==> config.mk <==
export PLATFORM = sky130hd
export DESIGN_NAME = inv_page_xlat
export DESIGN_NICKNAME = d
export VERILOG_FILES = /design/src/rtl/xlat_pkg.sv /design/src/rtl/xlat_entry_table.sv /design/src/rtl/xlat_match.sv /design/src/rtl/xlat_prot.sv /design/src/rtl/inv_page_xlat.sv
export SDC_FILE = /design/constraint.sdc
export NUM_CORES = 2
export LEC_CHECK = 0
export ABC_CLOCK_PERIOD_IN_PS = 12800
export CORE_MARGIN = 8
export CORE_UTILIZATION = 65
export CTS_CLUSTER_DIAMETER = 30
export CTS_CLUSTER_SIZE = 14
export DETAILED_ROUTE_END_ITERATION = 6
export DONT_BUFFER_PORTS = 1
export PLACE_DENSITY = 0.91
export SLEW_MARGIN = 10
export SYNTH_ARGS = -nofsm -noshare
export SYNTH_HDL_FRONTEND = slang
export SYNTH_SLANG_ARGS = --single-unit
==> constraint.sdc <==
create_clock -name clk_i -period 12.8 [get_ports clk_i]
set_input_delay 1.92 -clock clk_i [delete_from_list [all_inputs] [get_ports clk_i]]
set_output_delay 1.92 -clock clk_i [all_outputs]
set_load 0.05 [all_outputs]
==> src/rtl/xlat_pkg.sv <==
package xlat_pkg;
  typedef enum logic [1:0] {
    PG_4K  = 2'd0,
    PG_8K  = 2'd1,
    PG_16K = 2'd2,
    PG_32K = 2'd3
  } pg_size_e;

  typedef enum logic [1:0] {
    PROT_OPEN   = 2'd0,
    PROT_RDONLY = 2'd1,
    PROT_SYS_A  = 2'd2,
    PROT_SYS_B  = 2'd3
  } prot_e;
endpackage

==> src/rtl/xlat_entry_table.sv <==
module xlat_entry_table #(
  parameter int unsigned N_ENT = 128,
  parameter int unsigned IDX_W = 7,
  parameter int unsigned LPN_W = 13
) (
  input  logic             clk_i,
  input  logic             rst_ni,
  input  logic             wr_en_i,
  input  logic [IDX_W-1:0] wr_idx_i,
  input  logic [LPN_W-1:0] wr_lpn_i,
  input  logic [1:0]       wr_prot_i,
  output logic             vld_o  [N_ENT],
  output logic [LPN_W-1:0] lpn_o  [N_ENT],
  output logic [1:0]       prot_o [N_ENT]
);
  for (genvar g = 0; g < N_ENT; g++) begin : g_ent
    logic wr_here;
    assign wr_here = wr_en_i && (wr_idx_i == IDX_W'(g));
    always_ff @(posedge clk_i or negedge rst_ni) begin
      if (!rst_ni) begin
        vld_o[g]  <= 1'b0;
        lpn_o[g]  <= '0;
        prot_o[g] <= '0;
      end else if (wr_here) begin
        vld_o[g]  <= 1'b1;
        lpn_o[g]  <= wr_lpn_i;
        prot_o[g] <= wr_prot_i;
      end
    end
  end


  prog_lands_chk: assert property (@(posedge clk_i) disable iff (!rst_ni)
    wr_en_i |=> vld_o[$past(wr_idx_i)] && (lpn_o[$past(wr_idx_i)] == $past(wr_lpn_i))
                && (prot_o[$past(wr_idx_i)] == $past(wr_prot_i)));
endmodule

==> src/rtl/xlat_match.sv <==
module xlat_match #(
  parameter int unsigned N_ENT = 128,
  parameter int unsigned IDX_W = 7,
  parameter int unsigned LPN_W = 13
) (
  input  logic             clk_i,
  input  logic             rst_ni,
  input  logic             vld_i  [N_ENT],
  input  logic [LPN_W-1:0] lpn_i  [N_ENT],
  input  logic [LPN_W-1:0] req_lpn_i,
  input  logic [1:0]       psz_i,
  output logic             hit_o,
  output logic [IDX_W-1:0] idx_o
);
  logic [LPN_W-1:0] cmp_mask;
  logic [N_ENT-1:0] match_vec;

  // larger pages drop low page-number bits from the compare
  assign cmp_mask = ~((LPN_W'(1) << psz_i) - LPN_W'(1));

  for (genvar g = 0; g < N_ENT; g++) begin : g_cmp
    assign match_vec[g] = vld_i[g] && (((lpn_i[g] ^ req_lpn_i) & cmp_mask) == '0);
  end

  always_comb begin
    hit_o = 1'b0;
    idx_o = '0;
    for (int i = N_ENT - 1; i >= 0; i--) begin
      if (match_vec[i]) begin
        hit_o = 1'b1;
        idx_o = IDX_W'(i);
      end
    end
  end


  lowest_pick_chk: assert property (@(posedge clk_i) disable iff (!rst_ni)
    hit_o |-> match_vec[idx_o] && ((match_vec & ((N_ENT'(1) << idx_o) - N_ENT'(1))) == '0));
endmodule

==> src/rtl/xlat_prot.sv <==
module xlat_prot
  import xlat_pkg::*;
(
  input  logic [1:0] prot_i,
  input  logic       wr_i,
  input  logic       priv_i,
  output logic       allow_o
);
  always_comb begin
    if (priv_i) allow_o = 1'b1;
    else begin
      unique case (prot_e'(prot_i))
        PROT_OPEN:   allow_o = 1'b1;
        PROT_RDONLY: allow_o = !wr_i;
        default:     allow_o = 1'b0;
      endcase
    end
  end
endmodule

==> src/rtl/inv_page_xlat.sv <==
module inv_page_xlat #(
  parameter int unsigned N_PAGES    = 128,
  parameter int unsigned ADDR_W     = 25,
  parameter int unsigned BASE_SHIFT = 12,
  localparam int unsigned IDX_W     = $clog2(N_PAGES),
  localparam int unsigned LPN_W     = ADDR_W - BASE_SHIFT,
  localparam int unsigned MAX_SHIFT = BASE_SHIFT + 3,
  localparam int unsigned PA_W      = IDX_W + MAX_SHIFT
) (
  input  logic              clk_i,
  input  logic              rst_ni,
  input  logic              req_i,
  input  logic [ADDR_W-1:0] addr_i,
  input  logic              wr_i,
  input  logic              priv_i,
  input  logic [1:0]        psz_i,
  input  logic              prog_en_i,
  input  logic [IDX_W-1:0]  prog_idx_i,
  input  logic [LPN_W-1:0]  prog_lpn_i,
  input  logic [1:0]        prog_prot_i,
  output logic              rsp_valid_o,
  output logic              hit_o,
  output logic              abort_o,
  output logic [PA_W-1:0]   paddr_o
);
  logic             tbl_vld  [N_PAGES];
  logic [LPN_W-1:0] tbl_lpn  [N_PAGES];
  logic [1:0]       tbl_prot [N_PAGES];

  logic             m_hit;
  logic [IDX_W-1:0] m_idx;
  logic             allow;
  logic [PA_W-1:0]  off_mask;
  logic [PA_W-1:0]  pa_d;

  xlat_entry_table #(.N_ENT(N_PAGES), .IDX_W(IDX_W), .LPN_W(LPN_W)) u_tbl (
    .clk_i     (clk_i),
    .rst_ni    (rst_ni),
    .wr_en_i   (prog_en_i),
    .wr_idx_i  (prog_idx_i),
    .wr_lpn_i  (prog_lpn_i),
    .wr_prot_i (prog_prot_i),
    .vld_o     (tbl_vld),
    .lpn_o     (tbl_lpn),
    .prot_o    (tbl_prot)
  );

  xlat_match #(.N_ENT(N_PAGES), .IDX_W(IDX_W), .LPN_W(LPN_W)) u_match (
    .clk_i     (clk_i),
    .rst_ni    (rst_ni),
    .vld_i     (tbl_vld),
    .lpn_i     (tbl_lpn),
    .req_lpn_i (addr_i[ADDR_W-1:BASE_SHIFT]),
    .psz_i     (psz_i),
    .hit_o     (m_hit),
    .idx_o     (m_idx)
  );

  xlat_prot u_prot (
    .prot_i  (tbl_prot[m_idx]),
    .wr_i    (wr_i),
    .priv_i  (priv_i),
    .allow_o (allow)
  );

  assign off_mask = (PA_W'(1) << (BASE_SHIFT + 32'(psz_i))) - PA_W'(1);
  assign pa_d     = (PA_W'(m_idx) << (BASE_SHIFT + 32'(psz_i)))
                  | (PA_W'(addr_i[MAX_SHIFT-1:0]) & off_mask);

  always_ff @(posedge clk_i or negedge rst_ni) begin
    if (!rst_ni) begin
      rsp_valid_o <= 1'b0;
      hit_o       <= 1'b0;
      abort_o     <= 1'b0;
      paddr_o     <= '0;
    end else begin
      rsp_valid_o <= req_i;
      hit_o       <= req_i && m_hit;
      abort_o     <= req_i && !(m_hit && allow);
      paddr_o     <= (req_i && m_hit && allow) ? pa_d : '0;
    end
  end


  rsp_follows_req_chk: assert property (@(posedge clk_i) disable iff (!rst_ni)
    req_i |=> rsp_valid_o);

  idle_quiet_chk: assert property (@(posedge clk_i) disable iff (!rst_ni)
    !req_i |=> !rsp_valid_o && !hit_o && !abort_o);

  miss_abort_chk: assert property (@(posedge clk_i) disable iff (!rst_ni)
    rsp_valid_o && !hit_o |-> abort_o && (paddr_o == '0));

  sup_pass_chk: assert property (@(posedge clk_i) disable iff (!rst_ni)
    rsp_valid_o && hit_o && $past(priv_i) |-> !abort_o);
endmodule

After elaboration in Yosys (flattened, before gate mapping)
Index checks and enable logic that the tools add are counted.

Add/subtract/negate cells: 3. Order comparisons: 1. Equal/unequal tests: 128. Shifts and indexed selects: 3. Muxes and demuxes: 262. Bitwise gates (word level): 260. Reductions and logical operators: 392.

Operator list (number): $and 13x13->13 (128); $logic_not 13->1 (128); $xor 13x13->13 (128); $mux 7 (128); $eq 7x7->1 const B (64); $logic_and 1x1->1 (260); $eq 7x6->1 const B (32); $mux 1 (129); $eq 7x5->1 const B (16); $eq 7x4->1 const B (8); $shl 1x32->22 const A (1); $eq 7x3->1 const B (4); $and 15x22->22 (1); $mux 22 (1); $or 22x22->22 (1); $shl 7x5->22 (1); $sub 22x2->22 const B (1); $bmux 2 s7 (1); $eq 7x2->1 const B (2); $not 13->13 (1); $shl 1x2->13 const A (1); $sub 13x2->13 const B (1); $ge 8x8->1 const B (1); $not 7->8 (1); 8 further kinds (10).

Bits in registers: 2073. Input bits: 55. Output and inout port bits: 25.

Logic depth before layout (Yosys ltp)
Word-level depth: 144. Depth in mapped cells: 34. Gate-level depth less buffers: 20.

Cells and area by module
From an unflattened synthesis, not the netlist that was laid out.

Cell total of the unflattened synthesis: 8031. Area total of the unflattened synthesis: 104079.8 µm².

Modules (own cells, without submodules): xlat_entry_table (instances 1, cells each 4668, area an instance 76850.0 µm²); xlat_match (instances 1, cells each 3116, area an instance 24174.4 µm²); inv_page_xlat (instances 1, cells each 245, area an instance 3044.2 µm²); xlat_prot (instances 1, cells each 2, area an instance 11.3 µm²).

Worst setup path before layout
OpenSTA, ideal clock, no wires.

Path type: input to register. Start: in psz_i[0]. End: reg paddr_o[10]. Setup time: 121 ps. Arrival: 7872 ps. Required time: 12679 ps. Setup slack: 4807 ps. Cell stages on the path: 31. Cell sequence: buf_2 -> buf_2 -> clkbuf_1 -> clkbuf_1 -> clkbuf_1 -> clkbuf_1 -> nand2_1 -> ha_1 -> inv_1 -> buf_4 -> buf_2 -> buf_1 -> o211ai_1 -> nor4_1 -> nand2_1 -> o21ai_1 -> nand4_1 -> nor3_1 -> nand2_1 -> a211oi_2 -> nor2_2 -> buf_6 -> buf_6 -> mux2i_1 -> mux2_2 -> a22oi_1 -> nand4_1 -> a311o_1 -> a221oi_2 -> buf_2 -> nor2_1.

Word-level cells in the longest chain between the ends: 143. Elaborated cells on any way between the ends: 660. Classes of those cells: 3 x add/sub; 1 x eq/ne; 3 x shift; 262 x mux; 132 x bitwise; 259 x reduce/logical.

RTL lines: from (decl) (line inv_page_xlat.sv:16) `input logic [1:0] psz_i,`; $shl 1x2->13 (line xlat_match.sv:19) `assign cmp_mask = ~((LPN_W'(1) << psz_i) - LPN_W'(1));`; $sub 13x2->13 (line xlat_match.sv:19); $not 13->13 (line xlat_match.sv:19); $and 13x13->13 (line xlat_match.sv:22) `assign match_vec[g] = vld_i[g] && (((lpn_i[g] ^ req_lpn_i) & cmp_mask) == '0);`; $logic_not 13->1 (line xlat_match.sv:22); $logic_and 1x1->1 (line xlat_match.sv:22); $mux 7 (128 in a row) (line xlat_match.sv:29) `if (match_vec[i]) begin`; $not 7->8 (implied by the code) (line inv_page_xlat.sv:60) `.prot_i (tbl_prot[m_idx]),`; $bmux 2 s7 (line inv_page_xlat.sv:60); $mux 2 (implied by the code) (2 in a row) (line inv_page_xlat.sv:60); $eq 2x1->1 / $logic_not 2->1 (equally long branches) (line xlat_prot.sv:12) `unique case (prot_e'(prot_i))`; $pmux 1 s2 (line xlat_prot.sv:12); $mux 1 (line xlat_prot.sv:10) `if (priv_i) allow_o = 1'b1;`; $logic_and 1x1->1 (line inv_page_xlat.sv:80) `paddr_o <= (req_i && m_hit && allow) ? pa_d : '0;`; $mux 22 (*) (line inv_page_xlat.sv:80); to (signal assigned) (line inv_page_xlat.sv:80); to (decl) (line inv_page_xlat.sv:24) `output logic [PA_W-1:0] paddr_o`.

Mark *: on every way between the ends. The rest lies on a longest branch, timed or not. The select of a mux whose other input is x is not followed. A chain may end at the register's enable or synchronous reset.

Worst setup path in the final report
Start: in psz_i[0]. End: reg paddr_o[11].

The elaborated chain is that of the path after synthesis.

==> reports/results.tsv <==
metric	value	unit
run status	complete, but fails checks	
failing checks	design-rule violations	
vias in the first global route	85604	
CTS buffer count	399	
ys async rst share	100	%
First-pass DRT Iterations	7	
post-place setup slack	2.30	ns
Reg-to-Reg End	paddr_o[11]	
initial DRC count	12767	
Crit Path Max Fanout	284	
via count	79895	
clock buffer depth	4	
Final period util	84.8	%
P_leak	0.0538	uW
Die H	418	um
critical path, cell by cell	nor2_1 > inv_1 > ha_1 > inv_6 > buf_4 > o211ai_1 > nor4_1 > a22oi_1 > nand3_1 > or3_1 > a21oi_1 > o211ai_1 > nand4_1 > buf_4 > nor2b_1 > a22o_1 > o211ai_1 > nand4_1 > a311o_1 > a221oi_4 > nor2_1	
Reg2Reg Depth	16	
CP endpoint kind	flop	
area of the core	161000	um2
share of cells above drive strength 1	33.2	%
reg-to-reg setup timing slack	5.18	ns
CTS resizes	0	
Max-Cap Viols	0	
crit path buf inv count	4	
initial antenna violation count	10	
routed length per instance	33.1	um
top cell type by total area after synthesis	dfrtp_1	
Slew headroom	4.00	%
clock-pin slew on the worst setup and hold paths	0.05	ns
delay-heaviest family, CP	simple AND/OR/NAND/NOR gates	
Synth Register Bits	2073	
Hold-fix buffers, CTS	0	
most used cell, CP	o211ai_1	
Post-synth EDFFs	0	
Hold Path Class	reg -> reg	
setup ws final	1.95	ns
top cell type's share of synthesized area	49.4	%
most instantiated cells after synthesis	2,073 x dfrtp_1, 1,937 x mux2_2, 1,368 x xnor2_1	
row cnt	147	
Area contributors post-synth	dfrtp_1 49%, mux2_2 21%, xnor2_1 11%, xor2_1 2.5%, nand4_1 1.7%	
Syn Nets	8530	
PortBufs	0	
hold-critical path depth	1	
Final Max Slew Viols	0	
Nets	8371	
CP required	13.62	ns
routability cong.	1.00	
Clk Latency, worst-skew pair	1.01	ns
Post-Synthesis Cells	8474	
Final Hold Vio Count	0	
Synth cell types	95	
Slowest-stage cell, CP	a221oi_4	
unrepaired setup endpoints after global routing	no	
sequential area share after synthesis	49.4	%
Vias/cell	7.39	
hold_sp	u_tbl.vld_o[109]	
Hold EP	u_tbl.vld_o[109]	
synthesis-to-layout area growth	13.3	%
Crit path largest cell delay	0.99	ns
worst r2r src	u_tbl.lpn_o[1263]	
H-tree depth reported by CTS	5	
Worst-Margin Slew	1.43	ns
most frequent cell after synthesis	dfrtp_1	
Yosys warning count	0	
VDD IR max	0.166	mV
first-pass GRT wire length	533	mm
Root Buffer	clkbuf_16	
DRC Markers	137	
largest net degree at the start of global routing	285	
# IOs	80	
min Tclk post-route	10.85	ns
Arrival @ worst endpoint	11.67	ns
CTS tree	built	
Final Util	74.1	%
Setup crit start kind	input pin	
Avg Synthesized Cell Area	12.4	um2
PD cells	172	nW/um2
Post-Route Skew	0.0991	ns
crit path from	psz_i[0]	
fmax	92.2	MHz
Tot GR Track Use	39.8	%
Setup-failing EPs final	0	
mapped cell area	105000	um2
post-CTS setup buffer count	0	
aggregate routed wire length	358	mm
gr ovfl total	0	
die width	418	um
dominant synthesized flop cell	dfrtp_1	
CTS Sinks	2073	
DP HPWL	164	mm
post-route ant nets	0	
CP Class	in -> reg	
Die ar.	175000	um2
initial core utilization	65.4	%
setup_tns	0	ns
[routing by layer]
| metal | GRT usage (%) | vias up | wire length [um] |
|---|---|---|---|
| li1 | - | 29555 | - |
| met1 | 46.6 | 39756 | 119000 |
| met2 | 59.0 | 7674 | 155000 |
| met3 | 15.1 | 2904 | 49700 |
| met4 | 31.2 | 6 | 34100 |
| met5 | 0 | - | 42 |
[area by class of cell]
type                       count  area [um2]
antenna                       11        27.5
timing repair buffer          99         876
inverter                      20        85.1
sequential                  2073       51900
clock buffer                 485       11000
tap                         2160        2700
fill                        8242       41600
clock inverter               239        2930
multi-input combinational   5722       49500
[power breakdown]
part           switching, uW  total (uW)  leakage (uW)  internal (uW)
clock                   3840       11000       0.00675           7160
combinational            922        1870        0.0189            949
sequential               460        7580        0.0281           7120
total                   5230       20500        0.0538          15200
[how the worst max path moves through the flow]
stage,slack (ns),end,cells past startpoint
2_1_floorplan,4.81,paddr_o[10],31
3_3_place_gp,2.54,paddr_o[16],21
3_5_place_dp,2.30,paddr_o[16],21
4_1_cts,3.06,paddr_o[11],20
5_1_grt,2.28,paddr_o[16],20
6_report,1.95,paddr_o[11],21
[registers in the layout, indices dropped and copies added (netlist names)]
signal	cells
u_tbl.lpn_o	1664
u_tbl.prot_o	256
u_tbl.vld_o	128
paddr_o	22
abort_o	1
hit_o	1
rsp_valid_o	1
[through the flow]
step	area, um2	instances	hold WS, ns	power, uW
3_5_place_dp	105000	10074	0.450	9300
3_3_place_gp	105000	10074	0.444	9160
2_1_floorplan	105000	8474	0.425	9040
5_1_grt	119000	10800	0.476	20800
4_1_cts	119000	10798	0.468	20300
6_report	119000	10809	0.467	20500
[cells by family after synthesis]
logic type | count (synthesis) | synth area share, %
buffers and inverters | 679 | 3.57
multiplexers | 2054 | 22.1
AND/OR/NAND/NOR | 1329 | 6.66
AO/OA/AOI/OAI | 672 | 4.39
flip-flops | 2073 | 49.4
adder cells (fa/ha/maj) | 1 | 0.0119
XOR/XNOR | 1666 | 13.9
[worst register-to-register path, delay by kind of cell, from the launching register on]
family	cells	cell delay [ns]
AO/OA/AOI/OAI	9	3.93
AND/OR/NAND/NOR	4	1.77
buffers and inverters	1	0.67
flip-flops	1	0.42
multiplexers	1	0.38
XOR/XNOR	1	0.30
[cells in the final DEF (no fill, tap or decap), drive strengths merged, types with 63 or more instances in the layout]
| cell type | Yosys | final |
|---|---|---|
| mux2i | 101 | 101 |
| mux2 | 1937 | 1937 |
| nor2 | 197 | 197 |
| xnor2 | 1368 | 1368 |
| nor4 | 176 | 176 |
| nand2 | 331 | 331 |
| nand4 | 280 | 280 |
| nand3 | 63 | 63 |
| o21ai | 150 | 150 |
| or2 | 80 | 80 |
| buf | 257 | 99 |
| o211ai | 146 | 146 |
| clkinv | 2 | 100 |
| xor2 | 298 | 298 |
| o22ai | 153 | 153 |
| clkbuf | 402 | 485 |
| dfrtp | 2073 | 2073 |
(Power assumes the default switching activity.)
